--- src/rtl/mix_pkg.sv ---
package mix_pkg;
  localparam int FIELD_W = 2;
  localparam int ROUTE_W = 2 * FIELD_W;

  typedef enum logic [FIELD_W-1:0] {
    SRC_MUTE  = 2'b00,
    SRC_LEFT  = 2'b01,
    SRC_RIGHT = 2'b10,
    SRC_MONO  = 2'b11
  } route_src_e;

  // straight-through: left field = SRC_LEFT, right field = SRC_RIGHT
  localparam logic [ROUTE_W-1:0] ROUTE_DEFAULT = {SRC_RIGHT, SRC_LEFT};
endpackage

--- src/rtl/mix_avg.sv ---
module mix_avg #(
  parameter int W = 24
) (
  input  logic signed [W-1:0] a,
  input  logic signed [W-1:0] b,
  output logic signed [W-1:0] y
);
  localparam int SW = W + 1;

  logic signed [SW-1:0] sum;
  logic signed [W-1:0]  lo;
  logic signed [W-1:0]  hi;

  always_comb begin
    sum = {a[W-1], a} + {b[W-1], b};
    y   = sum[SW-1:1];
  end

  // mix must lie between the two operands (no wrap)
  always_comb begin
    lo = (a < b) ? a : b;
    hi = (a < b) ? b : a;
    p_avg_bound_r5: assert (y >= lo && y <= hi);
  end
endmodule

--- src/rtl/mix_chan_sel.sv ---
module mix_chan_sel
  import mix_pkg::*;
#(
  parameter int W = 24
) (
  input  route_src_e          sel,
  input  logic signed [W-1:0] src_l,
  input  logic signed [W-1:0] src_r,
  input  logic signed [W-1:0] src_mono,
  output logic signed [W-1:0] y
);
  always_comb begin
    unique case (sel)
      SRC_MUTE:  y = '0;
      SRC_LEFT:  y = src_l;
      SRC_RIGHT: y = src_r;
      SRC_MONO:  y = src_mono;
      default:   y = '0;
    endcase
  end
endmodule

--- src/rtl/mix_route.sv ---
module mix_route
  import mix_pkg::*;
#(
  parameter int W = 24
) (
  input  logic                      clk,
  input  logic                      rst_n,
  input  logic                      in_valid,
  input  logic signed [W-1:0]       in_l,
  input  logic signed [W-1:0]       in_r,
  input  logic [ROUTE_W-1:0]        route,
  output logic                      out_valid,
  output logic signed [W-1:0]       out_l,
  output logic signed [W-1:0]       out_r
);
  localparam int NCH = ROUTE_W / FIELD_W;

  logic signed [W-1:0] mono;
  logic signed [W-1:0] pick   [NCH];
  logic signed [W-1:0] smp_d  [NCH];
  logic signed [W-1:0] smp_q  [NCH];
  logic                vld_d;
  logic                vld_q;

  mix_avg #(.W(W)) i_avg (
    .a (in_l),
    .b (in_r),
    .y (mono)
  );

  for (genvar g = 0; g < NCH; g++) begin : g_chan
    mix_chan_sel #(.W(W)) i_sel (
      .sel      (route_src_e'(route[FIELD_W*g +: FIELD_W])),
      .src_l    (in_l),
      .src_r    (in_r),
      .src_mono (mono),
      .y        (pick[g])
    );

    always_comb begin
      smp_d[g] = in_valid ? pick[g] : smp_q[g];
    end

    always_ff @(posedge clk or negedge rst_n) begin
      if (!rst_n) smp_q[g] <= '0;
      else        smp_q[g] <= smp_d[g];
    end
  end

  always_comb vld_d = in_valid;

  always_ff @(posedge clk or negedge rst_n) begin
    if (!rst_n) vld_q <= 1'b0;
    else        vld_q <= vld_d;
  end

  assign out_valid = vld_q;
  assign out_l     = smp_q[0];
  assign out_r     = smp_q[NCH-1];

  p_strobe_follow_r7: assert property (@(posedge clk) disable iff (!rst_n)
    in_valid |=> out_valid);
  p_strobe_cause_r7: assert property (@(posedge clk) disable iff (!rst_n)
    out_valid |-> $past(in_valid));
  p_hold_r8: assert property (@(posedge clk) disable iff (!rst_n)
    !$past(in_valid) |-> ($stable(out_l) && $stable(out_r)));
  p_mute_r6: assert property (@(posedge clk) disable iff (!rst_n)
    (in_valid && route[1:0] == 2'b00) |=> out_l == '0);
  p_left_src_r1: assert property (@(posedge clk) disable iff (!rst_n)
    (in_valid && route[1:0] == 2'b01) |=> out_l == $past(in_l));
  p_right_src_r2: assert property (@(posedge clk) disable iff (!rst_n)
    (in_valid && route[3:2] == 2'b10) |=> out_r == $past(in_r));
endmodule

--- config.mk ---
export PLATFORM = sky130hd
export DESIGN_NAME = mix_route
export DESIGN_NICKNAME = d
export VERILOG_FILES = /design/src/rtl/mix_pkg.sv /design/src/rtl/mix_avg.sv /design/src/rtl/mix_chan_sel.sv /design/src/rtl/mix_route.sv
export SDC_FILE = /design/constraint.sdc
export NUM_CORES = 1
export LEC_CHECK = 0
export ABC_AREA = 0
export BUFFER_PORTS_ARGS = -buffer_cell sky130_fd_sc_hd__buf_2
export CAP_MARGIN = 30
export CORE_MARGIN = 3
export CORE_UTILIZATION = 30
export CTS_CLUSTER_SIZE = 24
export DETAILED_ROUTE_END_ITERATION = 16
export SETUP_SLACK_MARGIN = 0.1
export SLEW_MARGIN = 40
export SYNTH_ARGS = -nofsm -noshare
export SYNTH_HDL_FRONTEND = slang
export SYNTH_HIERARCHICAL = 1
export SYNTH_SLANG_ARGS = --single-unit
--- constraint.sdc ---
create_clock -name clk -period 0.83 [get_ports clk]
set_input_delay 0.1245 -clock clk [delete_from_list [all_inputs] [get_ports clk]]
set_output_delay 0.1245 -clock clk [all_outputs]
set_load 0.01 [all_outputs]
==> impl_metrics.json, run 1 <==
{
  "drv_cap": 0,
  "synth_warnings": 6,
  "first_pass_iters": 4,
  "setup.worst_path.start_class": "primary input",
  "slew_headroom": 0.498,
  "critPathArrivalTime_ps": 3020,
  "synth_seq_cells": 49,
  "synthTopCellsByArea": "dfrtp_1, mux2_4, a22o_1",
  "hold_violations": 0,
  "finalPower_mw": 10.3,
  "drv_slew": 0,
  "period_minus_slack_ps": 2840,
  "diodes": 0,
  "die_h_um": 126,
  "min_period_over_period": 3.42,
  "grt_max_degree": 50,
  "layout.nets": 677,
  "synth_top_area_share": 0.282,
  "worstRegToRegCells": 2,
  "hold_slack_ps": 202,
  "grt_pass1_vias": 4227,
  "synth_cell_type_count": 48,
  "post-dp-hpwl_mm": 9.44,
  "worst_pin_slew_ps": 751,
  "grt_util_all_layers": 0.167,
  "wl_mm": 13.7,
  "die_w_um": 126,
  "hold_depth": 3,
  "peakVddDrop_mv": 0.746,
  "cts_buffer_depth": 2,
  "antenna_found_initial": 3,
  "synthArstFlopShare": 1.00,
  "coreArea_um2": 14000,
  "syn_area_um2": 4350,
  "ys_seq_area_frac": 0.282,
  "overflow": 0,
  "syn_avg_cell_area_um2": 11.8,
  "clk_pin_slew_ps": 60,
  "ant_nets": 0,
  "clock_latency_ps": 300,
  "yosys_most_used_dff": "dfrtp_1",
  "synthTopCellsByCount": "mux2_4, dfrtp_1, a22o_1",
  "place.gp.congestion": 0.863,
  "violations": "negative setup slack",
  "start_util": 0.310,
  "p_leak_nw": 3.52,
  "finalSetupViolations": 97,
  "grt_pass1_wl_mm": 21.6,
  "end_kind": "flip-flop",
  "fin_ws_ps": -2010,
  "crit_fanout": 3,
  "multi_input_area_um2": 3380,
  "worstHoldPathType": "primary input to flip-flop",
  "synth_edf_count": 0,
  "n_fill_cell": 1258,
  "htreeDepth": 2,
  "synth.most_common_cell": "mux2_4",
  "regArea_um2": 1230,
  "setup-tns-final_ps": -76890,
  "syn_nets": 447,
  "post_drt_via_cell_ratio": 5.03,
  "io_pins": 104,
  "syn_inst": 368,
  "cts_sinks": 49,
  "clock_skew_ps": 0,
  "vias": 3910,
  "outcome": "finished with violations",
  "cp_data_required_time_ps": 1020,
  "cts_tree": "yes",
  "rows": 43,
  "drc": 0,
  "synth_area_leader_cell": "dfrtp_1",
  "wl_per_cell_um": 17.6,
  "critPathKind": "primary input to flip-flop",
  "drive_gt1_frac": 0.684,
  "die-area_um2": 16000,
  "port_buffers": 103,
  "syn2layout_area_growth_pct": 57.2,
  "drt-initial-drc-count": 118,
  "cts_buffers": 5,
  "power.density_nw_per_um2": 1510,
  "fmax_mhz": 353,
  "rsz0062_at_grt": "true",
  "root_buffer": "clkbuf_16"
}
-- worst max-delay path: stages --
cell,delay (ps)
buf_6,90
and2_4,150
fa_2,370
a21o_1,180
a311o_1,280
a2111o_1,420
a21bo_2,260
a41o_1,200
a21oi_2,130
xnor2_1,110
mux2_4,260
a22o_1,180
mux2_2,260
-- placed cells by master (no fill, tap or decap), types with 2 or more instances in the layout --
master,synthesis,layout
buf_4,0,124
buf_2,4,87
mux2_4,60,81
dfrtp_1,49,49
a22o_1,48,48
buf_6,11,26
mux2_2,36,15
a21o_1,14,14
ha_1,23,14
nand2_1,16,11
a21oi_1,19,9
xnor2_2,0,8
buf_12,4,7
ha_4,0,7
a21oi_4,0,6
clkbuf_16,0,5
a21oi_2,1,5
xor2_1,8,5
nand3_1,5,4
nand2_2,0,4
nor2b_4,2,3
inv_1,3,3
o21ai_1,6,3
o21a_1,3,3
o21ai_2,0,3
nor2_1,6,3
xor2_2,0,3
buf_8,0,3
nand2b_1,3,2
nor2_2,0,2
a41o_1,2,2
xnor2_1,12,2
xnor2_4,0,2
ha_2,0,2
-- cell families after synthesis --
family                     share of synthesized area
xor gates and xnor gates                      0.0403
buffers and inverters                         0.0593
AOI/OAI and AO/OA                              0.203
DFF                                            0.282
muxes                                          0.300
adders and majority gates                     0.0708
and+or+nand+nor                               0.0443
-- layout make-up --
cell class / count / area share
Clock buffer: 7 / 0.0209
Sequential cell: 49 / 0.179
Multi-Input combinational cell: 291 / 0.494
Inverter: 3 / 0.00165
Timing Repair Buffer: 248 / 0.271
Tap cell: 180 / 0.0329
-- final timing paths --
kind,to,slack [ps],from
max in group asynchronous,out_r[4]$_DFFE_PN0P_,250,rst_n
min reg2reg,out_l[11]$_DFFE_PN0P_,500,out_l[11]$_DFFE_PN0P_
max reg2reg,out_l[22]$_DFFE_PN0P_,-80,out_l[22]$_DFFE_PN0P_
min,out_r[8]$_DFFE_PN0P_,200,in_r[8]
max,out_l[17]$_DFFE_PN0P_,-2010,in_l[0]
min in group asynchronous,out_l[17]$_DFFE_PN0P_,350,rst_n
-- repair_timing --
action / 4_1_cts / 5_1_grt
hold buffers: 1 / 0
resized for setup: 80 / 36
buffers inserted: 33 / 14
pin swaps: 36 / 25
endpoints found under the setup margin: 97 / 97
endpoints found under the hold margin: 49 / 0
-- layer usage --
metal / share of wire / track usage / vias up
met5: 0.0020 / 0 / -
li1: - / - / 1862
met2: 0.52 / 0.301 / 90
met1: 0.42 / 0.203 / 1932
met4: 0.015 / 0.0442 / 6
met3: 0.048 / 0.0345 / 20
-- state kept, by name (all words and copies together), names as in the netlist --
signal and count:
out_valid 1, out_r 24, out_l 24
-- where the power goes --
part | total, mW | internal [mW] | switching (mW) | leakage, nW
clock network | 2.11 | 1.19 | 0.926 | 0.0700
logic | 5.19 | 3.11 | 2.09 | 2.84
registers | 2.99 | 2.77 | 0.215 | 0.610
-- stage by stage --
step / area (um2) / utilization / setup WS [ps] / std cells
3_5_place_dp: 5780 / 0.411 / -2370 / 728
6_report: 6840 / 0.487 / -2010 / 778
4_1_cts: 6590 / 0.469 / -1980 / 768
3_3_place_gp: 5780 / 0.411 / -2310 / 728
2_1_floorplan: 4430 / - / -2090 / 368
5_1_grt: 6840 / 0.487 / -2110 / 778
No activity file was read; power rests on OpenSTA's default activity.
==> inputs of run 2 (changes only) <==
--- a/config.mk
+++ b/config.mk
@@ -8,10 +8,13 @@
 export ABC_AREA = 0
 export BUFFER_PORTS_ARGS = -buffer_cell sky130_fd_sc_hd__buf_2
 export CAP_MARGIN = 30
+export CELL_PAD_IN_SITES_DETAIL_PLACEMENT = 1
+export CELL_PAD_IN_SITES_GLOBAL_PLACEMENT = 1
 export CORE_MARGIN = 3
 export CORE_UTILIZATION = 30
 export CTS_CLUSTER_SIZE = 24
 export DETAILED_ROUTE_END_ITERATION = 16
+export PLACE_DENSITY_LB_ADDON = 0.1
 export SETUP_SLACK_MARGIN = 0.1
 export SLEW_MARGIN = 40
 export SYNTH_ARGS = -nofsm -noshare
==> impl_metrics.json, run 2 (same netlist as run 1, synthesis figures left out) <==
{
  "outcome": "finished with violations",
  "violations": "negative setup slack",
  "power.density_nw_per_um2": 1500,
  "die_w_um": 126,
  "antenna_found_initial": 0,
  "start_util": 0.310,
  "hold_start": "in_valid",
  "period_minus_slack_ps": 2850,
  "wl_per_cell_um": 18.5,
  "worstRegToRegCells": 2,
  "ant_nets": 0,
  "critPathKind": "primary input to flip-flop",
  "min_period_over_period": 3.43,
  "critPathMostFrequentCell": "mux2_4",
  "grt_util_all_layers": 0.179,
  "overflow": 0,
  "post-dp-hpwl_mm": 10.0,
  "hold_slack_ps": 29.6,
  "port_buffers": 103,
  "slew_headroom": 0.474,
  "worst_r2r_endpoint": "out_r[22]$_DFFE_PN0P_",
  "setup.worst_path.start_class": "primary input",
  "worstHoldPathType": "primary input to flip-flop",
  "vias": 3922,
  "cts_buffers": 5,
  "grt_pass1_vias": 4372,
  "end_kind": "flip-flop",
  "critPathArrivalTime_ps": 3050,
  "grt_pass1_wl_mm": 22.7,
  "cts_tree": "yes",
  "layout.nets": 684,
  "root_buffer": "clkbuf_16",
  "fmax_mhz": 351,
  "whs_endpoint": "out_valid$_DFF_PN0_",
  "place.gp.congestion": 0.836,
  "clk_pin_slew_ps": 80,
  "crit_fanout": 3,
  "post_drt_via_cell_ratio": 4.99,
  "drc": 0,
  "most-common-layout-cells": "buf_4, buf_2, mux2_4, dfrtp_1, a22o_1",
  "drv_slew": 0,
  "drive_gt1_frac": 0.693,
  "htreeDepth": 2,
  "slowest_delay_ps": 420,
  "drv_cap": 0,
  "r2r_setup_slack_ps": -80,
  "dp.cells": 728,
  "rows": 43,
  "post-place-ws_ps": -2370,
  "fin_ws_ps": -2020,
  "crit_chain": "buf_6 > and2_4 > fa_2 > a21o_1 > a311o_1 > a2111o_1 > a21bo_2 > a41o_1 > a21oi_2 > xnor2_1 > mux2_4 > a22o_1 > mux2_4",
  "layoutNonFillerInstCount": 786,
  "mostFrequentLayoutCell": "buf_4",
  "p_leak_nw": 3.56,
  "wl_mm": 14.5,
  "cts_sinks": 49,
  "syn2layout_area_growth_pct": 59.6,
  "clock_latency_ps": 310,
  "io_pins": 104,
  "grt_max_degree": 50,
  "finalSetupViolations": 97,
  "worst_pin_slew_ps": 788,
  "die-area_um2": 16000,
  "setup-tns-final_ps": -76410,
  "coreArea_um2": 14000,
  "cp_data_required_time_ps": 1030,
  "crit_slowest_cell": "a2111o_1",
  "first_pass_iters": 4,
  "diodes": 0,
  "die_h_um": 126,
  "worstReg2RegStart": "out_r[22]$_DFFE_PN0P_",
  "drt-initial-drc-count": 99,
  "cts_buffer_depth": 2,
  "clock_skew_ps": 0,
  "peakVddDrop_mv": 0.701,
  "hold_violations": 0,
  "rsz0062_at_grt": "true",
  "hold_depth": 1
}
-- run 2: cell types whose count changed in the layout (fill, tap and decap cells not counted), moves of 2 or more --
cell / change
clkinvlp_4: +3
buf_4: +2
nand2_1: +2
ha_1: -2
nand2_2: -2
buf_2: +3
ha_4: +2
-- run 2: what timing repair did --
action / in CTS / in global routing
resized for setup: 80 / 48
gates cloned: 0 / 0
pin swaps: 27 / 25
setup endpoints to repair: 97 / 97
buffers inserted: 35 / 20
hold buffers: 1 / 0
endpoints found under the hold margin: 49 / 0
-- run 2: area by class of cell --
class	instances	area, um2
clock buffer	5	125
clock inverter	3	22.5
fill	1511	7100
inverter	3	11.3
multi-input combinational	291	3420
sequential	49	1230
tap	180	225
timing repair buffer	255	1910
-- run 2: critical path, delay by kind of cell --
family | cells | cell delay (ps)
buf+inv | 1 | 90
xor+xnor | 1 | 110
simple gates | 1 | 150
compound gates | 7 | 1680
mux | 2 | 510
fa+ha+maj | 1 | 370
-- run 2: power by group --
group / total (mW) / internal (mW) / switching, mW
sequential: 2.96 / 2.77 / 0.191
clock: 2.18 / 1.12 / 1.06
combinational: 5.29 / 3.13 / 2.15
-- run 2: how the worst max path moves through the flow --
stage	startpoint	end	cells past startpoint
after floorplan	in_l[0]	out_r[17]$_DFFE_PN0P_	12
after global placement	in_l[0]	out_l[17]$_DFFE_PN0P_	13
after detailed placement	in_l[0]	out_r[17]$_DFFE_PN0P_	13
after CTS	in_l[0]	out_r[17]$_DFFE_PN0P_	13
after global routing	in_l[0]	out_r[17]$_DFFE_PN0P_	13
final	in_l[0]	out_r[17]$_DFFE_PN0P_	13
-- run 2: layer usage --
metal	up-vias	routed length (um)	global-route usage	share of wire
li1	1878	-	-	-
met1	1970	6280	0.217	0.43
met2	65	7640	0.326	0.52
met3	9	479	0.0324	0.033
met4	0	148	0.0442	0.010
met5	-	0	0	0
-- run 2: stage by stage --
step	area (um2)	power [mW]	utilization
2_1_floorplan	4430	5.59	-
3_3_place_gp	5780	7.10	0.411
3_5_place_dp	5780	7.20	0.411
4_1_cts	6620	10.2	0.471
5_1_grt	6940	11.1	0.494
6_report	6940	10.4	0.494
==> inputs of run 3 (changes only) <==
--- a/config.mk
+++ b/config.mk
@@ -19,5 +19,4 @@
 export SLEW_MARGIN = 40
 export SYNTH_ARGS = -nofsm -noshare
 export SYNTH_HDL_FRONTEND = slang
-export SYNTH_HIERARCHICAL = 1
 export SYNTH_SLANG_ARGS = --single-unit
==> impl_metrics.json, run 3 <==
{
  "outcome": "finished with violations",
  "violations": "negative setup slack",
  "peakVddDrop_mv": 0.835,
  "yosys.area_share.simple": 0.161,
  "post-place-ws_ps": -1320,
  "setup.worst_path.start_class": "primary input",
  "overflow": 0,
  "fin_ws_ps": -1010,
  "coreArea_um2": 12700,
  "fmax_mhz": 543,
  "dpl_cell_area_um2": 5980,
  "synth_top_area_share": 0.312,
  "muxShareOfSynthArea": 0.0518,
  "finalSetupViolations": 97,
  "synth_cell_type_count": 52,
  "yosys_most_used_dff": "dfrtp_1",
  "synthTopCellsByCount": "a21oi_1, nand2_1, nor2_1",
  "crit_path_end": "out_l[21]$_DFFE_PN0P_",
  "cts_buffer_depth": 2,
  "syn2layout_area_growth_pct": 86.4,
  "hold_slack_ps": 140,
  "synthArstFlopShare": 1.00,
  "wl_mm": 19.0,
  "synth_edf_count": 0,
  "power.density_nw_per_um2": 1400,
  "rsz0062_at_grt": "true",
  "antenna_found_initial": 0,
  "synth_fa_ha_area_frac": 0.0782,
  "drc": 0,
  "worstRegToRegCells": 4,
  "n_fill_cell": 1475,
  "synth_top_family_by_area": "compound AO/OA/AOI/OAI gates",
  "synth.most_common_cell": "a21oi_1",
  "p_leak_nw": 3.39,
  "post_drt_via_cell_ratio": 5.32,
  "drv_cap": 0,
  "syn_area_um2": 3940,
  "synthXorXnorAreaFrac": 0.0356,
  "layoutNonFillerInstCount": 925,
  "grt_max_degree": 50,
  "crit_fanout": 2,
  "die_h_um": 121,
  "rows": 41,
  "wl_per_cell_um": 20.6,
  "die_w_um": 121,
  "crit_start": "in_r[19]",
  "grt_util_all_layers": 0.253,
  "grt_pass1_vias": 5255,
  "most-common-layout-cells": "buf_4, buf_2, dfrtp_1, nand2_1, nor2_1",
  "cp_data_required_time_ps": 1040,
  "clock_latency_ps": 320,
  "drive_gt1_frac": 0.578,
  "period_minus_slack_ps": 1840,
  "synth_area_leader_cell": "dfrtp_1",
  "synthTopCellsByArea": "dfrtp_1, a22oi_1, ha_1",
  "worstHoldPathType": "primary input to flip-flop",
  "layout.nets": 831,
  "cts_buffers": 5,
  "dp.cells": 867,
  "cts_tree": "yes",
  "worst_pin_slew_ps": 628,
  "io_pins": 104,
  "syn_inst": 493,
  "setup-tns-final_ps": -42070,
  "mostFrequentLayoutCell": "buf_4",
  "synth_compound_area_frac": 0.322,
  "final_area_um2": 7330,
  "first_pass_iters": 5,
  "synth_seq_cells": 49,
  "end_kind": "flip-flop",
  "syn_nets": 572,
  "syn_avg_cell_area_um2": 7.98,
  "ant_nets": 0,
  "htreeDepth": 2,
  "cts_sinks": 49,
  "die-area_um2": 14500,
  "worst_r2r_endpoint": "out_r[20]$_DFFE_PN0P_",
  "place.gp.congestion": 0.905,
  "r2r_setup_slack_ps": -150,
  "worstReg2RegStart": "out_r[20]$_DFFE_PN0P_",
  "diodes": 0,
  "drt-initial-drc-count": 240,
  "post-dp-hpwl_mm": 13.0,
  "critPathKind": "primary input to flip-flop",
  "slew_headroom": 0.579,
  "clk_pin_slew_ps": 80,
  "synth_warnings": 0,
  "start_util": 0.309,
  "root_buffer": "clkbuf_16",
  "hold_violations": 0,
  "critPathArrivalTime_ps": 2050,
  "grt_pass1_wl_mm": 28.8,
  "clock_skew_ps": 0,
  "drv_slew": 0,
  "vias": 4923,
  "port_buffers": 103,
  "ys_seq_area_frac": 0.312,
  "min_period_over_period": 2.22
}
## run 3: worst min path at each step
stage	startpoint	endpoint	slack, ps	cells after the start
floorplan	rst_n	out_l[0]$_DFFE_PN0P_	-170	0
global placement	rst_n	out_l[15]$_DFFE_PN0P_	140	2
detailed placement	rst_n	out_l[17]$_DFFE_PN0P_	140	2
CTS	in_r[6]	out_r[6]$_DFFE_PN0P_	140	3
global route	in_r[1]	out_r[1]$_DFFE_PN0P_	130	3
finish	in_r[1]	out_r[1]$_DFFE_PN0P_	140	3
## run 3: cells by family after synthesis
| logic type | count (synthesis) |
|---|---|
| adders and majority gates | 24 |
| muxes | 19 |
| AOI/OAI and AO/OA | 197 |
| xor gates and xnor gates | 16 |
| DFF | 49 |
| and+or+nand+nor | 146 |
| buffers and inverters | 42 |
## run 3: per-layer routing
| metal | track usage | routed length (um) | up-vias |
|---|---|---|---|
| met2 | 0.415 | 9110 | 145 |
| met3 | 0.0398 | 977 | 23 |
| li1 | - | - | 2318 |
| met5 | 0 | 0 | - |
| met1 | 0.350 | 8590 | 2437 |
| met4 | 0.0595 | 332 | 0 |
## run 3: per-stage QoR
stage                     utilization  power (mW)
after detailed placement        0.470        6.78
final                           0.577        10.3
after global routing            0.577        10.8
after floorplan                     -        4.97
after global placement          0.470        6.67
after CTS                       0.554        9.96
## run 3: worst max-delay path, cell delays in order
cell and delay, ps:
buf_8 100, ha_4 240, a2111oi_4 400, o31ai_2 150
o22ai_2 260, mux2_4 330, mux2_4 260, a21oi_2 100
o21ai_1 70
## run 3: final cells by class
class | count | area [um2] | share of cell area
Sequential cell | 49 | 1230 | 0.167
Tap cell | 172 | 215 | 0.0293
Clock inverter | 3 | 25.0 | 0.00341
Timing Repair Buffer | 283 | 2180 | 0.297
Clock buffer | 5 | 125 | 0.0171
Inverter | 11 | 56.3 | 0.00768
Multi-Input combinational cell | 402 | 3510 | 0.478
## run 3: repair_timing
action | CTS | global route
endpoints found under the hold margin | 49 | 0
cloned | 1 | 0
hold buffers | 1 | 0
pin swaps | 71 | 52
setup endpoints to repair | 97 | 97
setup buffers | 37 | 15
gates resized for setup | 133 | 48
## run 3: power breakdown
| group | internal, mW | total, mW | switching, mW |
|---|---|---|---|
| clock | 1.14 | 2.23 | 1.08 |
| sequential | 2.69 | 2.85 | 0.168 |
| combinational | 2.63 | 5.20 | 2.57 |
